### config.mk
export PLATFORM = sky130hd
export DESIGN_NAME = mac_link_ctrl
export DESIGN_NICKNAME = d
export VERILOG_FILES = /design/src/rtl/mac_link_ctrl_pkg.sv /design/src/rtl/mac_ctrl_fields.sv /design/src/rtl/mac_speed_resolve.sv /design/src/rtl/mac_duplex_track.sv /design/src/rtl/mac_fc_ctrl.sv /design/src/rtl/mac_link_ctrl.sv
export SDC_FILE = /design/constraint.sdc
export NUM_CORES = 1
export LEC_CHECK = 0
export BUFFER_PORTS_ARGS = -buffer_cell sky130_fd_sc_hd__buf_2
export CAP_MARGIN = 15
export CORE_ASPECT_RATIO = 0.5
export CORE_MARGIN = 2
export CORE_UTILIZATION = 33
export CTS_BUF_LIST = sky130_fd_sc_hd__clkbuf_4
export DETAILED_ROUTE_END_ITERATION = 10
export GPL_ROUTABILITY_DRIVEN = 0
export GPL_TIMING_DRIVEN = 0
export PLACE_DENSITY_LB_ADDON = 0.1
export REMOVE_ABC_BUFFERS = 1
export SYNTH_ARGS = -nofsm -noshare
export SYNTH_HDL_FRONTEND = slang
export SYNTH_SLANG_ARGS = --single-unit
### constraint.sdc
create_clock -name clk_i -period 1.1 [get_ports clk_i]
set_clock_uncertainty 0.05 [all_clocks]
set_input_delay 0.22 -clock clk_i [delete_from_list [all_inputs] [get_ports clk_i]]
set_output_delay 0.22 -clock clk_i [all_outputs]
set_load 0.005 [all_outputs]
### src/rtl/mac_link_ctrl_pkg.sv
package mac_link_ctrl_pkg;
  localparam int unsigned REG_W = 32;

  localparam int unsigned B_FD      = 0;
  localparam int unsigned B_SPD_LO  = 8;
  localparam int unsigned B_SPD_HI  = 9;
  localparam int unsigned B_FRC_SPD = 11;
  localparam int unsigned B_FRC_DPX = 12;
  localparam int unsigned B_WAKE    = 20;
  localparam int unsigned B_MRST    = 26;
  localparam int unsigned B_RXFC    = 27;
  localparam int unsigned B_TXFC    = 28;
  localparam int unsigned B_VLAN    = 30;

  typedef enum logic [1:0] {
    SPD_10   = 2'b00,
    SPD_100  = 2'b01,
    SPD_1000 = 2'b10,
    SPD_BAD  = 2'b11
  } speed_e;

  localparam int unsigned N_FC = 2; // index 0 = rx, 1 = tx
endpackage

### src/rtl/mac_ctrl_fields.sv
module mac_ctrl_fields
  import mac_link_ctrl_pkg::*;
(
  input  logic       clk_i,
  input  logic       rst_ni,
  input  logic       wr_i,
  input  logic [1:0] spd_d_i,
  input  logic       frc_spd_d_i,
  input  logic       frc_dpx_d_i,
  input  logic       fd_d_i,
  input  logic       wake_d_i,
  input  logic       vlan_d_i,
  input  logic       mrst_d_i,
  output logic [1:0] spd_o,
  output logic       frc_spd_o,
  output logic       frc_dpx_o,
  output logic       fd_o,
  output logic       wake_o,
  output logic       vlan_o,
  output logic       mrst_o
);
  always_ff @(posedge clk_i or negedge rst_ni) begin
    if (!rst_ni) begin
      spd_o     <= SPD_1000;
      frc_spd_o <= 1'b0;
      frc_dpx_o <= 1'b0;
      fd_o      <= 1'b0;
      wake_o    <= 1'b1;
      vlan_o    <= 1'b0;
      mrst_o    <= 1'b0;
    end else begin
      mrst_o <= wr_i & mrst_d_i; // self-clearing command
      if (wr_i) begin
        spd_o     <= spd_d_i;
        frc_spd_o <= frc_spd_d_i;
        frc_dpx_o <= frc_dpx_d_i;
        fd_o      <= fd_d_i;
        wake_o    <= wake_d_i;
        vlan_o    <= vlan_d_i;
      end
    end
  end
endmodule

### src/rtl/mac_speed_resolve.sv
module mac_speed_resolve
  import mac_link_ctrl_pkg::*;
(
  input  logic       clk_i,
  input  logic       rst_ni,
  input  logic       asd_en_i,
  input  logic [1:0] det_speed_i,
  input  logic       frc_spd_i,
  input  logic [1:0] sw_speed_i,
  input  logic [1:0] an_speed_i,
  output logic [1:0] eff_speed_o
);
  logic [1:0] cand;

  always_comb begin
    if (asd_en_i)       cand = det_speed_i;
    else if (frc_spd_i) cand = sw_speed_i;
    else                cand = an_speed_i;
  end

  always_ff @(posedge clk_i or negedge rst_ni) begin
    if (!rst_ni)                eff_speed_o <= SPD_1000;
    else if (cand != SPD_BAD)   eff_speed_o <= cand;
  end
endmodule

### src/rtl/mac_duplex_track.sv
module mac_duplex_track (
  input  logic clk_i,
  input  logic rst_ni,
  input  logic phy_link_i,
  input  logic phy_fdx_i,
  input  logic frc_dpx_i,
  input  logic sw_fd_i,
  output logic eff_fd_o
);
  logic link_q;
  logic fd_lat_q;
  logic link_rise;

  assign link_rise = phy_link_i & ~link_q;

  always_ff @(posedge clk_i or negedge rst_ni) begin
    if (!rst_ni) begin
      link_q   <= 1'b0;
      fd_lat_q <= 1'b0;
    end else begin
      link_q <= phy_link_i;
      if (link_rise) fd_lat_q <= phy_fdx_i;
    end
  end

  assign eff_fd_o = frc_dpx_i ? sw_fd_i : fd_lat_q;
endmodule

### src/rtl/mac_fc_ctrl.sv
module mac_fc_ctrl #(
  parameter int unsigned N = 2
) (
  input  logic         clk_i,
  input  logic         rst_ni,
  input  logic         wr_i,
  input  logic [N-1:0] sw_d_i,
  input  logic         an_en_i,
  input  logic         an_done_i,
  input  logic [N-1:0] an_res_i,
  output logic [N-1:0] fc_o
);
  for (genvar g = 0; g < N; g++) begin : g_ch
    always_ff @(posedge clk_i or negedge rst_ni) begin
      if (!rst_ni)                    fc_o[g] <= 1'b0;
      else if (an_en_i && an_done_i)  fc_o[g] <= an_res_i[g];
      else if (!an_en_i && wr_i)      fc_o[g] <= sw_d_i[g];
    end
  end
endmodule

### src/rtl/mac_link_ctrl.sv
module mac_link_ctrl
  import mac_link_ctrl_pkg::*;
#(
  parameter int unsigned        ADDR_W    = 8,
  parameter logic [ADDR_W-1:0]  CTRL_ADDR = '0
) (
  input  logic              clk_i,
  input  logic              rst_ni,
  input  logic [ADDR_W-1:0] addr_i,
  input  logic              we_i,
  input  logic [31:0]       wdata_i,
  output logic [31:0]       rdata_o,
  input  logic              phy_link_i,
  input  logic              phy_fdx_i,
  input  logic              asd_en_i,
  input  logic [1:0]        det_speed_i,
  input  logic              an_en_i,
  input  logic              an_done_i,
  input  logic [1:0]        an_speed_i,
  input  logic              an_rx_pause_i,
  input  logic              an_tx_pause_i,
  output logic [1:0]        eff_speed_o,
  output logic              eff_fd_o,
  output logic              rx_fc_o,
  output logic              tx_fc_o,
  output logic              vlan_en_o,
  output logic              mac_rst_o
);
  logic             hit;
  logic             wr_hit;
  logic [1:0]       sw_spd;
  logic             frc_spd, frc_dpx, sw_fd, wake;
  logic [N_FC-1:0]  fc_q;
  logic [REG_W-1:0] rd_word;
  logic             unused_wdata;

  assign hit          = (addr_i == CTRL_ADDR);
  assign wr_hit       = we_i & hit;
  assign unused_wdata = ^wdata_i;

  mac_ctrl_fields u_fields (
    .clk_i       (clk_i),
    .rst_ni      (rst_ni),
    .wr_i        (wr_hit),
    .spd_d_i     (wdata_i[B_SPD_HI:B_SPD_LO]),
    .frc_spd_d_i (wdata_i[B_FRC_SPD]),
    .frc_dpx_d_i (wdata_i[B_FRC_DPX]),
    .fd_d_i      (wdata_i[B_FD]),
    .wake_d_i    (wdata_i[B_WAKE]),
    .vlan_d_i    (wdata_i[B_VLAN]),
    .mrst_d_i    (wdata_i[B_MRST]),
    .spd_o       (sw_spd),
    .frc_spd_o   (frc_spd),
    .frc_dpx_o   (frc_dpx),
    .fd_o        (sw_fd),
    .wake_o      (wake),
    .vlan_o      (vlan_en_o),
    .mrst_o      (mac_rst_o)
  );

  mac_speed_resolve u_speed (
    .clk_i       (clk_i),
    .rst_ni      (rst_ni),
    .asd_en_i    (asd_en_i),
    .det_speed_i (det_speed_i),
    .frc_spd_i   (frc_spd),
    .sw_speed_i  (sw_spd),
    .an_speed_i  (an_speed_i),
    .eff_speed_o (eff_speed_o)
  );

  mac_duplex_track u_dpx (
    .clk_i      (clk_i),
    .rst_ni     (rst_ni),
    .phy_link_i (phy_link_i),
    .phy_fdx_i  (phy_fdx_i),
    .frc_dpx_i  (frc_dpx),
    .sw_fd_i    (sw_fd),
    .eff_fd_o   (eff_fd_o)
  );

  mac_fc_ctrl #(.N(N_FC)) u_fc (
    .clk_i     (clk_i),
    .rst_ni    (rst_ni),
    .wr_i      (wr_hit),
    .sw_d_i    ({wdata_i[B_TXFC], wdata_i[B_RXFC]}),
    .an_en_i   (an_en_i),
    .an_done_i (an_done_i),
    .an_res_i  ({an_tx_pause_i, an_rx_pause_i}),
    .fc_o      (fc_q)
  );

  assign rx_fc_o = fc_q[0];
  assign tx_fc_o = fc_q[1];

  always_comb begin
    rd_word                    = '0;
    rd_word[B_FD]              = sw_fd;
    rd_word[B_SPD_HI:B_SPD_LO] = sw_spd;
    rd_word[B_FRC_SPD]         = frc_spd;
    rd_word[B_FRC_DPX]         = frc_dpx;
    rd_word[B_WAKE]            = wake;
    rd_word[B_RXFC]            = fc_q[0];
    rd_word[B_TXFC]            = fc_q[1];
    rd_word[B_VLAN]            = vlan_en_o;
  end

  assign rdata_o = hit ? rd_word : '0;
endmodule

# == After elaboration in Yosys (flattened, before gate mapping) ==
# Index checks and enable logic that the tools add are counted.
# totals
reg_bits,14
inputBits,54
# op_classes
eq_ne,1
muxes,8
bitwise,4
n_reduce_logical,5
# ops
operator,n
$mux W31,1
$logic_not A8 Y1,1
$mux W1,5
$mux W2,2
$and A1 B1 Y1,3
$logic_and A1 B1 Y1,2
$ne A2 B2 Y1 const B,1
$reduce_bool A2 Y1,1
$logic_not A1 Y1,1
$not A1 Y1,1

# == Logic depth before layout (Yosys ltp) ==
# Gate-level depths: netlist (run 1).
# depth
ltp_word,5
ltp_mapped,4
mapped_depth_nobuf,3

# == By module ==
# From an unflattened synthesis (run 1), not the netlist that was laid out.
# hier_totals
hier_cells,89
hier_area_um2,1006.0
# by_module_without_submodules
module,n_inst,cells_each,area_each_um2
mac_link_ctrl,1,48,355.3
mac_ctrl_fields,1,17,326.6
mac_speed_resolve,1,11,123.9
mac_fc_ctrl,1,8,110.1
mac_duplex_track,1,5,90.1

# == Worst setup path before layout (run 1) ==
# No wires, ideal clock.
# synth_timing
path_type,input -> register
start,input addr_i[7]
end,register u_fields.fd_o
setup_ns,0.125
t_arrival_ns,1.057
slack_ns,-0.132
path_stages,3
path_buffers,0
cell_sequence,nor4_4 -> nand3_4 -> mux2_4
# synth_between
elab_chain_cells,2
# synth_rtl
item,line,text
start: declaration,mac_link_ctrl.sv:9,"input logic [ADDR_W-1:0] addr_i,"
$logic_not A8 Y1,mac_link_ctrl.sv:37,assign hit = (addr_i == CTRL_ADDR);
$and A1 B1 Y1,mac_link_ctrl.sv:38,assign wr_hit = we_i & hit;
end signal: assignment,mac_ctrl_fields.sv:37,fd_o <= fd_d_i;
end: declaration,mac_ctrl_fields.sv:17,"output logic fd_o,"
# No other way between the ends.
# A chain may end at the register's enable or synchronous reset.

# == Worst setup path in the final report (run 1) ==
# layout_timing
start,register u_fields.frc_dpx_o
end,output eff_fd_o
# layout_between
elab_chain_cells,1
# layout_rtl
item,line,text
start: declaration,mac_ctrl_fields.sv:16,"output logic frc_dpx_o,"
start signal: assignment,mac_ctrl_fields.sv:36,frc_dpx_o <= frc_dpx_d_i;
$mux W1,mac_duplex_track.sv:26,assign eff_fd_o = frc_dpx_i ? sw_fd_i : fd_lat_q;
end: declaration,mac_link_ctrl.sv:23,"output logic eff_fd_o,"
# No other way between the ends.

==> impl_metrics.csv, run 1 <==
group,metric,value,unit
logic_synthesis,postSynthCellCount,80,
logic_synthesis,post_synth_instance_area,907.1,um2
detailed_routing,firstDrtPassIters,4,
worst_setup_path,r2r_cells,3,
clock_network,cts_max_level,1,
worst_setup_path,worst_ep_arrival_time,1.10,ns
timing,finalCritPeriodShare,1.243,
cells_and_area,count_of_filler_cells_inserted_in_the_layout,257,
status,failing_checks,"negative setup slack",
clock_network,clk_pin_slew,0.08,ns
cells_and_area,final_core_utilization,0.5019,
clock_network,clk-insertion-delay-late,0.27,ns
status,run_status,"finished, violations left",
worst_hold_path,worst_hold_path.num_cells,3,
global_routing,grt_pass1_vias,579,
timing,maxSlewViolCount,0,
timing,report.final.hold_viol_count,0,
detailed_routing,dr_total_vias,743,
place,detailed_place_hpwl,1.314,mm
place,port_buffers,47,
power,share_clk_of_total_power,0.253,
power,p_per_area,864.4,nW/um2
global_routing,pin_count_of_the_biggest_net_entering_global_routing,15,
detailed_routing,route.detailed.vias_per_inst,4.105,
cells_and_area,drive_gt1_frac,0.5833,
worst_setup_path,timing.setup.critical_path_class,"flip-flop to primary output",
global_routing,global_route.usage.total,0.1161,
worst_setup_path,path_max_fanout,3,
clock_network,cts_inserted_buffers,3,
global_routing,grt_remaining_overflow,0,
die,io-pin-count,93,
cells_and_area,most-common-layout-cells,"44 x buf_2, 23 x conb_1, 11 x dfrtp_1",
job,cap_viol_max_count,0,
cells_and_area,net_count_final,199,
global_routing,antenna_found_initial,0,
timing,layout_setup_ws,-0.2678,ns
power,ir_worst_vdd,0.0005987,V
logic_synthesis,synth.yosys.warnings,0,
cells_and_area,synthToLayoutAreaGrowth,44.00,%
timing,timing.final.crit_period,1.368,ns
timing,rsz0062_at_grt,"true",
worst_setup_path,worst_setup_path_start_kind,"flip-flop",
detailed_routing,post-route-drc-count,0,
power,power_frac_seq,0.512,
power,leakage_power_summed_over_all_cells,0.7317,nW
detailed_routing,initialDrtViolationCount,13,
timing,tns,-3.416,ns
power,sw_frac_of_total,0.2540,
cells_and_area,final_common_cell,"buf_2",
worst_hold_path,hold_path.class,"input port to flip-flop",
logic_synthesis,number_of_register_bits_inferred_by_synthesis,14,
global_routing,grt_first_pass_wirelength,2.711,mm
power,combinational_share_of_power,0.235,
worst_setup_path,critPathRequiredTime,0.83,ns
detailed_routing,drt.antenna.violating_nets,0,
die,core_area,2603,um2
power,report.power.total,0.001129,W
die,die-area,3210,um2
detailed_routing,detail_route.wirelength,1.921,mm
clock_network,cts_tree,"yes",
power,internal-power,0.0008423,W
die,std_cell_rows,13,
logic_synthesis,syn_area_per_cell,11.34,um2
logic_synthesis,synth_cell_types,22,
clock_network,cts-root-buf,"clkbuf_4",
worst_setup_path,end_kind,"primary output",
timing,max_clock_freq,731.1,MHz
clock_network,ctsLongestPathBuffers,2,
die,chipHeight,41.08,um
die,start_util,0.3486,
logic_synthesis,yosysSeqAreaShare,0.3903,
power,power.net_switching,0.0002868,W
cells_and_area,antenna_cells,0,
detailed_routing,post_drt_wl_per_cell,10.61,um
timing,timing.final.setup_violations,22,
clock_network,cts.sink_count,14,
die,dieWidth,78.15,um
## per-layer routing
layer,global-route usage,part of all wire,up-vias
li1,-,-,366
met1,0.1440,0.42,340
met2,0.2004,0.50,37
met3,0.04405,0.079,0
met4,0.02632,0,0
met5,0,0,-
## power by group through the flow
stage               registers [W]  clock network, W   logic, W
finish                   0.000578          0.000286   0.000265
floorplan                0.000585                 0  0.0000923
global route             0.000583          0.000331   0.000294
detailed placement       0.000588                 0   0.000202
CTS                      0.000578          0.000304   0.000240
global placement         0.000589                 0   0.000201
## stage by stage
stage                     cells  setup slack, ns  hold slack (ns)  instance area [um2]
final                       181          -0.2678           0.1136                 1306
after global routing        181          -0.3220          0.09924                 1306
after CTS                   177          -0.2838          0.09261                 1256
after detailed placement    161          -0.6681          0.08444                 1086
after global placement      161          -0.6515          0.08209                 1086
after floorplan              77          -0.2860          -0.1256                804.5
## final cells by class
type	instances	area [um2]	area share
Clock buffer	3	22.52	0.01724
Clock inverter	1	3.754	0.002874
Inverter	2	7.507	0.005747
Multi-Input combinational cell	62	481.7	0.3688
Sequential cell	14	354.1	0.2711
Tap cell	37	46.29	0.03544
Timing Repair Buffer	62	390.4	0.2989
## worst max-delay path, cell delays in order (launching register included)
cell and delay, ns:
dfrtp_1 0.41, mux2_4 0.31, buf_6 0.11
## sequential cells by signal, indices dropped and copies added, names as in the netlist
name	count
u_dpx.link_q	1
u_fields.frc_spd_o	1
u_fields.frc_dpx_o	1
u_fields.vlan_o	1
u_fields.mrst_o	1
u_fc.fc_o	2
u_fields.spd_o	2
u_speed.eff_speed_o	2
u_dpx.fd_lat_q	1
u_fields.fd_o	1
u_fields.wake_o	1
## cell usage after synthesis (all sizes together)
cell | instances | area (um2)
inv | 2 | 7.510
dfrtp | 11 | 275.3
mux2i | 2 | 20.02
clkbuf | 1 | 5.000
o311a | 2 | 20.02
o21ai | 1 | 5.000
and2 | 1 | 6.260
and3 | 9 | 56.30
nand2 | 1 | 3.750
conb | 1 | 3.750
a311o | 2 | 20.02
nand2b | 2 | 12.51
nand3 | 1 | 17.52
o21a | 1 | 7.510
mux2 | 10 | 123.9
nor4 | 2 | 42.54
dfstp | 3 | 78.83
nor2b | 2 | 12.51
nor2 | 1 | 3.750
buf | 24 | 180.2
a21oi | 1 | 5.000
## path summary, 6_finish.rpt
path / start / endpoint / slack (ns)
setup reg to reg: u_fields.frc_spd_o / u_speed.eff_speed_o[1] / -0.03
hold reg to reg: u_dpx.fd_lat_q / u_dpx.fd_lat_q / 0.46
min in group asynchronous: rst_ni / u_fields.mrst_o / 0.31
setup / recovery: u_fields.frc_dpx_o / eff_fd_o / -0.27
max in group asynchronous: rst_ni / u_fields.spd_o[1] / 0.40
hold / removal: wdata_i[26] / u_fields.mrst_o / 0.11
## repair_timing
item / in CTS / in global routing
resized for setup: 12 / 6
hold buffers: 2 / 0
hold endpoints to repair: 12 / 0
pin swaps: 5 / 4
endpoints found under the setup margin: 23 / 25
cloned: 2 / 0
setup buffers: 8 / 5
## logic make-up after synthesis
kind of cell           Yosys count  synth area share
buffers and inverters           27            0.2124
AND/OR/NAND/NOR                 19            0.1710
flip-flops                      14            0.3903
multiplexers                    12            0.1586
AO/OA/AOI/OAI                    7           0.06344
other                            1          0.004134
No activity file was read; power rests on OpenSTA's default activity.
==> inputs of run 2 (changes only) <==
- CORE_ASPECT_RATIO: 0.5 -> unset
- CORE_UTILIZATION: 33 -> 36
- clock period: 1.1 -> 1.3 ns (I/O delays scaled with it)
==> run 2 against run 1 <==
Critical endpoint unchanged. Die area decreased by 8.5%. Setup slack better by 0.15 ns. Final area shrank 6.6%. Critical path depth unchanged. The run still ends with negative setup slack left.
==> impl_metrics.csv, run 2 (synthesized netlist as in run 1, its figures left out) <==
group,metric,value,unit
status,run_status,"finished, violations left",
status,failing_checks,"negative setup slack",
clock_network,clk-insertion-delay-late,0.27,ns
die,dieWidth,54.20,um
cells_and_area,net_count_final,192,
timing,layout_setup_ws,-0.1222,ns
worst_setup_path,crit_path_cells,"mux2_4 > buf_6",
timing,rsz0062_at_grt,"true",
power,leakage_power_summed_over_all_cells,0.6899,nW
timing,timing.final.crit_period,1.422,ns
worst_setup_path,worst_ep_arrival_time,1.11,ns
die,start_util,0.3729,
worst_setup_path,cpPeakStageDelay,0.41,ns
worst_hold_path,worstHoldStart,"phy_link_i",
cells_and_area,synthToLayoutAreaGrowth,34.48,%
detailed_routing,route.detailed.vias_per_inst,4.281,
cells_and_area,final_common_cell,"buf_2",
global_routing,antenna_found_initial,0,
timing,max_clock_freq,703.2,MHz
clock_network,cts.sink_count,14,
clock_network,cts_inserted_buffers,3,
detailed_routing,post_drt_wl_per_cell,11.36,um
global_routing,grt_remaining_overflow,0,
detailed_routing,firstDrtPassIters,3,
clock_network,cts_max_level,1,
job,cap_viol_max_count,0,
clock_network,cts_tree,"yes",
global_routing,grt_pass1_vias,634,
detailed_routing,drt.antenna.violating_nets,0,
worst_setup_path,path_max_fanout,3,
cells_and_area,layout_top_registers,"u_fc.fc_o (2), u_fields.spd_o (2), u_speed.eff_speed_o (2)",
worst_hold_path,worst_hold_path.num_cells,1,
timing,tns,-0.6966,ns
worst_hold_path,worstHoldEndpoint,"u_dpx.link_q",
timing,maxSlewViolCount,0,
cells_and_area,most-common-layout-cells,"43 x buf_2, 23 x conb_1, 11 x dfrtp_1",
clock_network,ctsLongestPathBuffers,2,
worst_setup_path,critPathRequiredTime,0.99,ns
worst_setup_path,r2r_cells,4,
cells_and_area,drive_gt1_frac,0.5401,
timing,fin_hold_ws,0.04341,ns
die,chipHeight,54.20,um
detailed_routing,dr_total_vias,715,
place,port_buffers,47,
worst_setup_path,worstReg2RegEnd,"u_speed.eff_speed_o[0]",
die,std_cell_rows,18,
cells_and_area,antenna_cells,0,
timing,finalCritPeriodShare,1.094,
worst_setup_path,worstReg2RegStart,"u_fields.spd_o[1]",
die,die-area,2937,um2
die,io-pin-count,93,
die,core_area,2432,um2
worst_setup_path,worst_setup_path_start_kind,"flip-flop",
power,report.power.total,0.0009403,W
worst_hold_path,hold_path.class,"input port to flip-flop",
global_routing,pin_count_of_the_biggest_net_entering_global_routing,15,
clock_network,clk_pin_slew,0.08,ns
global_routing,grt_first_pass_wirelength,2.677,mm
worst_setup_path,crit_path_top_delay_cell,"dfrtp_1",
detailed_routing,initialDrtViolationCount,7,
power,ir_worst_vdd,0.0004352,V
detailed_routing,post-route-drc-count,0,
clock_network,cts-root-buf,"clkbuf_4",
place,placed_cells_incl_taps,154,
worst_setup_path,setup.reg_to_reg.worst_slack,0.11,ns
place,detailed_place_hpwl,1.397,mm
global_routing,global_route.usage.total,0.1282,
worst_setup_path,end_kind,"primary output",
power,p_per_area,770.8,nW/um2
cells_and_area,finish.cell_count_without_fillers,167,
timing,timing.final.setup_violations,10,
worst_setup_path,timing.setup.critical_path_class,"flip-flop to primary output",
timing,report.final.hold_viol_count,0,
detailed_routing,detail_route.wirelength,1.897,mm
cells_and_area,count_of_filler_cells_inserted_in_the_layout,255,
place,pre_cts_ws,-0.5355,ns
run 2: cell type report:
cell class / count / area, um2 / share of cell area
repair buffers: 55 / 330.3 / 0.2708
clock buffers: 3 / 22.52 / 0.01846
multi-input cells: 62 / 464.2 / 0.3805
well taps: 30 / 37.54 / 0.03077
inverters: 2 / 7.507 / 0.006154
clock inverters: 1 / 3.754 / 0.003077
flip-flops and latches: 14 / 354.1 / 0.2903
run 2: worst max-delay path, delay by kind of cell, from the launching register on:
kind / cells / cell delay (ns)
buf+inv: 1 / 0.12
flops: 1 / 0.41
mux: 1 / 0.31
run 2: timing repair:
action                                 4_1_cts  5_1_grt
resized for setup                            6        2
endpoints found under the hold margin       11        0
pin swaps                                    6        0
hold buffers                                 1        0
setup buffers                                7        0
setup endpoints to repair                   19       10
gates cloned                                 1        0
run 2: report_power, final:
group          internal [W]  total (W)  switching, W
clock network      0.000111   0.000249      0.000138
registers          0.000470   0.000489     0.0000188
logic              0.000114   0.000202     0.0000876
run 2: worst max-delay path by stage:
| stage | startpoint | end | cells after the start |
|---|---|---|---|
| after floorplan | addr_i[7] | u_fields.fd_o | 3 |
| after global placement | addr_i[7] | u_fc.fc_o[0] | 4 |
| after detailed placement | addr_i[7] | u_fc.fc_o[0] | 4 |
| after CTS | u_fields.frc_dpx_o | eff_fd_o | 2 |
| after global routing | u_fields.frc_dpx_o | eff_fd_o | 2 |
| final | u_fields.frc_dpx_o | eff_fd_o | 2 |
run 2: through the flow:
step           instance area, um2    util
4_1_cts                      1210  0.4974
3_5_place_dp                 1077  0.4429
6_report                     1220  0.5015
2_1_floorplan               804.5       -
3_3_place_gp                 1077  0.4429
5_1_grt                      1220  0.5015
run 2: metal layers:
| metal | global-route usage | wire [um] |
|---|---|---|
| met3 | 0.02222 | 192 |
| met5 | 0 | 0 |
| met1 | 0.1609 | 826 |
| met2 | 0.2108 | 872 |
| met4 | 0.06250 | 6 |
==> inputs of run 3 (changes only) <==
- CORE_ASPECT_RATIO: unset -> 0.5
- CORE_UTILIZATION: 36 -> 38
- HOLD_SLACK_MARGIN: unset -> 0.1
- SYNTH_HIERARCHICAL: unset -> 1
==> run 3 against run 2 <==
The run still ends with negative setup slack left. First-iteration DRC count up 100%. Via count increased by 1.8%. Wire length decreased by 0.16%. Non-clock buffer count is 4 lower. Critical path type is now input port to primary output. Critical endpoint is now rdata_o[30].
==> impl_metrics.csv, run 3 <==
group,metric,value,unit
status,run_status,"finished, violations left",
status,failing_checks,"negative setup slack",
timing,rsz0062_at_grt,"true",
worst_setup_path,end_kind,"primary output",
power,report.power.total,0.001007,W
logic_synthesis,synth.yosys.warnings,6,
timing,finalCritPeriodShare,1.199,
logic_synthesis,share_of_synthesized_flip_flops_with_an_asynchronous_set_or_reset,1.000,
logic_synthesis,syn_area_per_cell,11.30,um2
cells_and_area,final_common_cell,"buf_2",
worst_setup_path,crit_path_cells,"buf_6 > or4_4 > nor3_4 > buf_2",
logic_synthesis,synth_cell_types,22,
die,chipHeight,40.38,um
detailed_routing,dr_total_vias,728,
place,port_buffers,47,
cells_and_area,synthToLayoutAreaGrowth,29.73,%
worst_hold_path,worst_hold_path.num_cells,2,
detailed_routing,drt.antenna.violating_nets,0,
worst_setup_path,r2r_cells,3,
timing,fin_hold_ws,0.1421,ns
die,dieWidth,76.77,um
worst_setup_path,path_max_fanout,5,
cells_and_area,fin_area,1305,um2
cells_and_area,finish.cell_count_without_fillers,179,
detailed_routing,detail_route.wirelength,1.894,mm
logic_synthesis,synth-edff-count,0,
die,std_cell_rows,13,
die,start_util,0.3939,
die,core_area,2554,um2
worst_setup_path,worstReg2RegEnd,"u_speed/eff_speed_o[1]",
detailed_routing,firstDrtPassIters,2,
logic_synthesis,number_of_register_bits_inferred_by_synthesis,14,
worst_setup_path,timing.setup.critical_path_class,"input port to primary output",
worst_setup_path,setup.reg_to_reg.worst_slack,0.15,ns
clock_network,cts_tree,"yes",
die,io-pin-count,93,
detailed_routing,post-route-drc-count,0,
clock_network,clk_pin_slew,0.09,ns
worst_setup_path,cpPeakStageDelay,0.60,ns
worst_hold_path,worstHoldStart,"an_en_i",
worst_setup_path,cpLargestDelayFamily,"simple AND/OR/NAND/NOR gates",
clock_network,ctsLongestPathBuffers,2,
global_routing,global_route.usage.total,0.1284,
cells_and_area,antenna_cells,0,
timing,timing.final.setup_violations,20,
logic_synthesis,most_area_consuming_cells_after_synthesis,"dfrtp_1 27%, buf_4 17%, mux2_4 12%",
logic_synthesis,postSynthCellCount,89,
global_routing,pin_count_of_the_biggest_net_entering_global_routing,15,
clock_network,cts.sink_count,14,
clock_network,cts-root-buf,"clkbuf_4",
die,die-area,3100,um2
place,dpl_cell_area,1170,um2
cells_and_area,drive_gt1_frac,0.5845,
detailed_routing,initialDrtViolationCount,14,
power,leakage_power_summed_over_all_cells,0.6783,nW
place,detailed_place_hpwl,1.400,mm
clock_network,cts_inserted_buffers,3,
cells_and_area,most-common-layout-cells,"43 x buf_2, 23 x conb_1, 11 x inv_1, 11 x dfrtp_1, 9 x mux2_4",
detailed_routing,route.detailed.vias_per_inst,4.067,
global_routing,grt_pass1_vias,617,
worst_hold_path,hold_path.class,"input port to flip-flop",
timing,timing.final.crit_period,1.559,ns
power,ir_worst_vdd,0.0005086,V
logic_synthesis,synthTopCellsByCount,"23 x buf_4, 11 x dfrtp_1, 11 x inv_1",
worst_setup_path,worstReg2RegStart,"u_fields/frc_spd_o",
worst_setup_path,crit_path_top_delay_cell,"or4_4",
cells_and_area,layout_top_registers,"u_fc/fc_o (2), u_fields/spd_o (2), u_speed/eff_speed_o (2)",
global_routing,grt_remaining_overflow,0,
logic_synthesis,yosysTopAreaCellShare,0.2736,
power,p_per_area,771.8,nW/um2
place,placed_cells_incl_taps,169,
global_routing,antenna_found_initial,0,
global_routing,grt_first_pass_wirelength,2.939,mm
detailed_routing,post_drt_wl_per_cell,10.58,um
timing,report.final.hold_viol_count,0,
timing,layout_setup_ws,-0.2593,ns
logic_synthesis,synth_most_common_cell,"buf_4",
logic_synthesis,synth_top_area_cell,"dfrtp_1",
logic_synthesis,yosysSeqAreaShare,0.3520,
worst_setup_path,worst_setup_path_start_kind,"input port",
worst_setup_path,worst_ep_arrival_time,1.25,ns
worst_setup_path,critPathRequiredTime,0.99,ns
worst_hold_path,worstHoldEndpoint,"u_fc/fc_o[1]",
cells_and_area,net_count_final,197,
worst_setup_path,cp_bufs_invs,2,
place,pre_cts_ws,-1.290,ns
logic_synthesis,post_synth_instance_area,1006,um2
job,cap_viol_max_count,0,
timing,max_clock_freq,641.3,MHz
clock_network,cts_max_level,1,
timing,maxSlewViolCount,0,
clock_network,clk-insertion-delay-late,0.27,ns
logic_synthesis,yosys_most_used_dff,"dfrtp_1",
[run 3: changes by cell type in the layout (fill, tap and decap cells not counted), moves of 4 or more]
cell,delta
and3_1,-9
inv_1,+9
nor3_2,+8
mux2_2,-6
buf_4,-5
mux2_4,+5
mux2i_1,+4
or4_4,+4
[run 3: power breakdown]
part | total, W | internal, W | switching (W)
Clock | 0.000272 | 0.000140 | 0.000133
Sequential | 0.000506 | 0.000476 | 0.0000297
Combinational | 0.000229 | 0.000128 | 0.000101
Total | 0.00101 | 0.000744 | 0.000263
[run 3: how the worst max path moves through the flow]
stage              start               to  slack (ns)  depth (start not counted)
6_report       addr_i[4]      rdata_o[30]       -0.26                          4
5_1_grt        addr_i[2]      rdata_o[27]       -0.30                          4
4_1_cts        addr_i[4]      rdata_o[30]       -0.27                          4
3_5_place_dp   addr_i[1]  u_fields/vlan_o       -1.29                          4
3_3_place_gp   addr_i[1]  u_fields/vlan_o       -1.30                          4
2_1_floorplan  addr_i[1]    u_fields/fd_o       -0.92                          3
[run 3: final cells by class]
cell class | count | area [um2]
fill | 243 | 1249
multi-input combinational | 62 | 530.5
sequential | 14 | 354.1
timing repair buffer | 51 | 302.8
tap | 37 | 46.29
inverter | 11 | 41.29
clock buffer | 4 | 30.03
[run 3: cell families after synthesis]
kind of cell | synth area share
mux | 0.1903
buf+inv | 0.2400
flops | 0.3520
simple gates | 0.1717
compound gates | 0.04229
other cells | 0.003728
[run 3: through the flow]
| stage | setup TNS [ns] | utilization |
|---|---|---|
| after global placement | -17.17 | 0.4581 |
| final | -4.085 | 0.5110 |
| after detailed placement | -17.04 | 0.4581 |
| after floorplan | -10.89 | - |
| after CTS | -4.425 | 0.5110 |
| after global routing | -4.843 | 0.5110 |
[run 3: repair_timing]
item,in CTS,in global routing
hold endpoints to repair,12,0
gates cloned,2,0
endpoints found under the setup margin,20,20
setup buffers,2,0
gates resized for setup,12,0
hold buffers,2,0
pin swaps,4,3
[run 3: routing by layer]
| layer | share of wire | wire length [um] | vias to the layer above | GRT usage |
|---|---|---|---|---|
| met3 | 0.11 | 204 | 0 | 0.05631 |
| met5 | 0 | 0 | - | 0 |
| met4 | 0 | 0 | 0 | 0.02727 |
| met1 | 0.43 | 808 | 323 | 0.1586 |
| li1 | - | - | 359 | - |
| met2 | 0.47 | 881 | 46 | 0.2149 |
